[config.mk]
export PLATFORM = sky130hd
export DESIGN_NAME = burst_addr_ctr
export DESIGN_NICKNAME = d
export VERILOG_FILES = /design/src/rtl/burst_addr_pkg.sv /design/src/rtl/burst_addr_decode.sv /design/src/rtl/burst_addr_reg.sv /design/src/rtl/burst_addr_ctr.sv
export SDC_FILE = /design/constraint.sdc
export NUM_CORES = 1
export LEC_CHECK = 0
export CAP_MARGIN = 30
export CORE_MARGIN = 4
export CORE_UTILIZATION = 45
export CTS_CLUSTER_DIAMETER = 50
export DETAILED_ROUTE_END_ITERATION = 10
export PLACE_DENSITY_LB_ADDON = 0.3
export SYNTH_ARGS = -nofsm -noshare
export SYNTH_HDL_FRONTEND = slang
export SYNTH_SLANG_ARGS = --single-unit
export TNS_END_PERCENT = 50
[constraint.sdc]
create_clock -name clk -period 3.2 [get_ports clk]
set_input_delay 0.64 -clock clk [delete_from_list [all_inputs] [get_ports clk]]
set_output_delay 0.64 -clock clk [all_outputs]
set_load 0.01 [all_outputs]
[src/rtl/burst_addr_pkg.sv]
package burst_addr_pkg;

    // Source of the address presented in the current cycle
    typedef enum logic [1:0] {
        SRC_HOLD  = 2'd0,
        SRC_STEP  = 2'd1,
        SRC_LOAD  = 2'd2,
        SRC_CLEAR = 2'd3
    } addr_src_e;

endpackage

[src/rtl/burst_addr_decode.sv]
module burst_addr_decode
    import burst_addr_pkg::*;
(
    input  logic      load_n,
    input  logic      adv_n,
    input  logic      clr_n,
    output addr_src_e next_src
);

    // Fixed priority: clear, then load, then advance
    always_comb begin
        if (!clr_n)
            next_src = SRC_CLEAR;
        else if (!load_n)
            next_src = SRC_LOAD;
        else if (!adv_n)
            next_src = SRC_STEP;
        else
            next_src = SRC_HOLD;
    end

endmodule

[src/rtl/burst_addr_reg.sv]
module burst_addr_reg
    import burst_addr_pkg::*;
#(
    parameter int AW = 15
) (
    input  logic          clk,
    input  logic          rst_n,
    input  addr_src_e     next_src,
    input  logic [AW-1:0] ext_addr,
    output logic [AW-1:0] addr_q
);

    localparam logic [AW-1:0] TOP_ADDR  = {AW{1'b1}};
    localparam logic [AW-1:0] ZERO_ADDR = '0;

    addr_src_e     src_q;
    logic [AW-1:0] addr_d;

    // State register: records which source produced the current address
    always_ff @(posedge clk or negedge rst_n) begin
        if (!rst_n)
            src_q <= SRC_CLEAR;
        else
            src_q <= next_src;
    end

    // Output process: next address, chosen by the state being entered
    always_comb begin
        unique case (next_src)
            SRC_CLEAR: addr_d = ZERO_ADDR;
            SRC_LOAD:  addr_d = ext_addr;
            SRC_STEP:  addr_d = (addr_q == TOP_ADDR) ? ZERO_ADDR : addr_q + AW'(1);
            SRC_HOLD:  addr_d = addr_q;
            default:   addr_d = addr_q;
        endcase
    end

    always_ff @(posedge clk or negedge rst_n) begin
        if (!rst_n)
            addr_q <= ZERO_ADDR;
        else
            addr_q <= addr_d;
    end

    // a clear leaves the counter at zero
    a_r5_clear_zero: assert property (@(posedge clk) disable iff (!rst_n)
        (src_q == SRC_CLEAR) |-> (addr_q == ZERO_ADDR));

    // holding keeps the address
    a_r4_hold_stable: assert property (@(posedge clk) disable iff (!rst_n)
        (next_src == SRC_HOLD) |=> $stable(addr_q));

    // advancing from all-ones lands on zero
    a_r7_wrap_zero: assert property (@(posedge clk) disable iff (!rst_n)
        (next_src == SRC_STEP && addr_q == TOP_ADDR) |=> (addr_q == ZERO_ADDR));

endmodule

[src/rtl/burst_addr_ctr.sv]
module burst_addr_ctr
    import burst_addr_pkg::*;
#(
    parameter int AW = 15
) (
    input  logic          clk,
    input  logic          rst_n,
    input  logic [AW-1:0] ext_addr,
    input  logic          load_n,
    input  logic          adv_n,
    input  logic          clr_n,
    input  logic          sel0_n,
    input  logic          sel1,
    input  logic          ub_n,
    input  logic          lb_n,
    input  logic          we_n,
    output logic [AW-1:0] mem_addr
);

    localparam int DEPTH = 1 << AW;

    addr_src_e next_src;
    logic      unused_enables;

    // Enables and direction are deliberately not consulted
    assign unused_enables = ^{sel0_n, sel1, ub_n, lb_n, we_n};

    burst_addr_decode u_decode (
        .load_n   (load_n),
        .adv_n    (adv_n),
        .clr_n    (clr_n),
        .next_src (next_src)
    );

    burst_addr_reg #(.AW(AW)) u_reg (
        .clk      (clk),
        .rst_n    (rst_n),
        .next_src (next_src),
        .ext_addr (ext_addr),
        .addr_q   (mem_addr)
    );

    // a load with clear inactive takes the external address
    a_r2_load_taken: assert property (@(posedge clk) disable iff (!rst_n)
        (clr_n && !load_n) |=> (mem_addr == $past(ext_addr)));

    // advance without load or clear adds one modulo the depth
    a_r3_step_one: assert property (@(posedge clk) disable iff (!rst_n)
        (clr_n && load_n && !adv_n) |=>
        (32'(mem_addr) == ((32'($past(mem_addr)) + 32'd1) % 32'(DEPTH))));

    // clear overrides everything
    a_r5_clear_wins: assert property (@(posedge clk) disable iff (!rst_n)
        !clr_n |=> (mem_addr == '0));

endmodule

==> results.md <==
* TritonCTS clock tree: yes
* CTS buffer count at 3
* Fmax at 0.468 GHz
* Drt first pass iters at 4
* Final worst setup slack at 1070 ps
* R2R depth at 5
* Core area at 2000 µm²
* Type of the worst setup path: in2reg
* Sequential area share after synthesis at 38.5%
* Most flops, register: u_reg.addr_q
* Largest register FFs at 15
* Gr ovfl total at 0
* Most frequent cells in the layout: 34 x clkdlybuf4s50_1, 15 x dfrtp_1, 11 x nand2_1
* Final instance area at 1370 µm²
* Commonest non-fill, non-tap cell in the layout: clkdlybuf4s50_1
* Uppermost layer routed: met4
* PD cells at 318 nW/µm²
* Clock Pin Slew Worst Setup and Hold Paths at 90 ps
* Worst-margin pin slew at 726 ps
* Worst hold start: u_reg.addr_q[8]$_DFFE_PN0P_
* Endpoints failing setup at 0
* Top-level I/O count at 40
* Routed Antenna Nets at 0
* Total Routing Usage GR at 20.2%
* Synthesized flop and latch total at 15
* Biggest regs: u_reg.addr_q: 15 flops
* Worst skew pair latency at 280 ps
* Critical Path AT at 2340 ps
* Pin count of the biggest net entering global routing at 17
* DR WL/cell at 15.5 µm
* RSZ-0062 raised after global routing: no
* Metal1 wirelength at 1.11 mm
* Routed WL at 2.65 mm
* Die area at 2980 µm²
* Rows at 16
* Detail Placement HPWL at 2.03 mm
* CTS-repair resized insts at 0
* Hold_ws at 589 ps
* CP max FO at 16
* Root Buffer: clkbuf_4
* Hold path depth at 1
* Pins over their slew limit at 0
* Relative slew slack at 51.4%
* Vias in the first global route at 1005
* Tcrit/Tclk final at 66.7%
* Post-synthesis compound-gate area fraction at 22.3%
* Max IR drop VDD at 0.237 mV
* Met2 WL at 1.34 mm
* Simple-gate area share of the yosys netlist at 28.2%
* Yosys warns at 0
* Pre-CTS setup slack at 802 ps
* Post-synthesis xor/xnor area fraction at 6.28%
* Setup bufs post-CTS at 0
* Met3 wire len at 146 µm
* First-pass GRT wire length at 4.32 mm
* Maxcap violations at 0
* Die W at 54.6 µm
* Port buffer count at 34
* Initial drt markers at 33
* Worst hold endpoint: u_reg.addr_q[8]$_DFFE_PN0P_
* CP max stage delay at 800 ps
* Die Height at 54.6 µm
* Net count, final at 171
* R2R setup slack at 1450 ps
* DRC errors left at 0
* Status: completed
* Mean Syn Cell Area at 8.95 µm²
* Initial antenna violation count at 0
* R2R Path Start: u_reg.addr_q[1]$_DFFE_PN0P_
* Post-synthesis adder-cell area fraction at 1.28%
* CTS max path bufs at 2
* H-tree depth at 1
* Placed instance area at 1340 µm²
* Final GP Congestion at 0.889
* Post-CTS Hold Fix Bufs at 0
* Multiplexer share of the synthesized area at 0%
* Final Hold Vio Count at 0
* Setup TNS at 0 ps
* Worst clock skew at 3.37 ps
* Count of clock tree sinks at 15
* Crit start category: input pin
* Fin crit period at 2130 ps
* Reg2reg end: u_reg.addr_q[8]$_DFFE_PN0P_
* Critical Path, Cell by Cell: clkdlybuf4s50_1, nand2_1, or4_2, o211ai_1
* Synth-to-Final Area Change at 40.3%
* Slowest CP cell: clkdlybuf4s50_1
* P_leak at 0.527 nW
* Initial Utilization at 48.8%
* Share of cells above drive strength 1 at 7.64%
* Post-synthesis cell count at 109
* Drt via density at 5.81
* Inserted Diodes at 0
* Hold Crit Class: reg2reg
* Crit path capture type: flop
* Yosys cell types at 39
* Synth Cell Area at 976 µm²
* Design Power at 0.436 mW
* Largest family of logic cells by synthesized area: simple AND/OR/NAND/NOR gates
* DR vias at 994
* Mapped Nets at 135
* Required @ worst endpoint at 3410 ps
-- worst max-delay path by stage --
stage / start / to / slack (ps) / cells past startpoint
4_1_cts: load_n / u_reg.addr_q[3]$_DFFE_PN0P_ / 1100 / 4
5_1_grt: load_n / u_reg.addr_q[3]$_DFFE_PN0P_ / 1000 / 4
3_5_place_dp: load_n / u_reg.addr_q[3]$_DFFE_PN0P_ / 800 / 4
2_1_floorplan: adv_n / u_reg.addr_q[3]$_DFFE_PN0P_ / 1550 / 3
3_3_place_gp: load_n / u_reg.addr_q[3]$_DFFE_PN0P_ / 810 / 4
6_report: load_n / u_reg.addr_q[3]$_DFFE_PN0P_ / 1070 / 4
-- power by group --
part | internal (mW) | leakage, nW | total [mW] | switching, mW
clock | 0.0484 | 0.0150 | 0.110 | 0.0615
sequential | 0.202 | 0.197 | 0.222 | 0.0203
combinational | 0.0593 | 0.315 | 0.103 | 0.0440
-- cells in the mapped netlist, drive strengths merged --
cell type,n,area [µm²]
ha,1,12.5
a41oi,1,8.76
a211oi,3,22.5
nand4,3,40.0
nor4b,1,8.76
xor2,1,8.76
or3,1,6.26
a32oi,1,8.76
inv,5,18.8
nand2,12,47.6
nand3,7,35.0
nor2b,2,12.5
o31a,1,8.76
or4,2,20.0
and2,2,12.5
nor3,1,5.00
o21ai,5,25.0
a22oi,5,37.5
dfrtp,15,375
nor2,8,30.0
o311ai,2,25.0
clkbuf,4,15.0
nor4,5,37.5
nor3b,1,7.51
o211ai,3,22.5
and3,2,12.5
a21o,3,22.5
a31oi,2,12.5
o2bb2ai,1,8.76
a21oi,3,15.0
xnor2,6,52.6
-- critical path, delay by kind of cell --
family | cells | cell delay, ps
AND/OR/NAND/NOR | 2 | 800
AO/OA/AOI/OAI | 1 | 110
buffers and inverters | 1 | 800
-- per-stage QoR --
| stage | instances | util, % |
|---|---|---|
| final | 171 | 68.4 |
| after global routing | 171 | 68.4 |
| after CTS | 171 | 68.4 |
| after detailed placement | 167 | 67.1 |
| after global placement | 167 | 67.1 |
| after floorplan | 109 | - |
-- layout make-up --
| cell class | count | area [µm²] |
|---|---|---|
| fillers | 169 | 633 |
| clock buffers | 4 | 26.3 |
| repair buffers | 35 | 348 |
| flip-flops and latches | 15 | 375 |
| multi-input cells | 85 | 567 |
| well taps | 27 | 33.8 |
| inverters | 5 | 18.8 |
-- kinds of logic after synthesis --
kind of cell    after synthesis
flops                        15
buf+inv                       9
xor+xnor                      7
simple gates                 47
fa+ha+maj                     1
compound gates               30
-- metal layers --
metal | vias to the layer above | track usage, %
met3 | 6 | 3.81
met2 | 32 | 34.1
met1 | 474 | 23.8
li1 | 482 | -
met4 | 0 | 11.2
met5 | - | 0
Power figures use the tool's default switching activity.
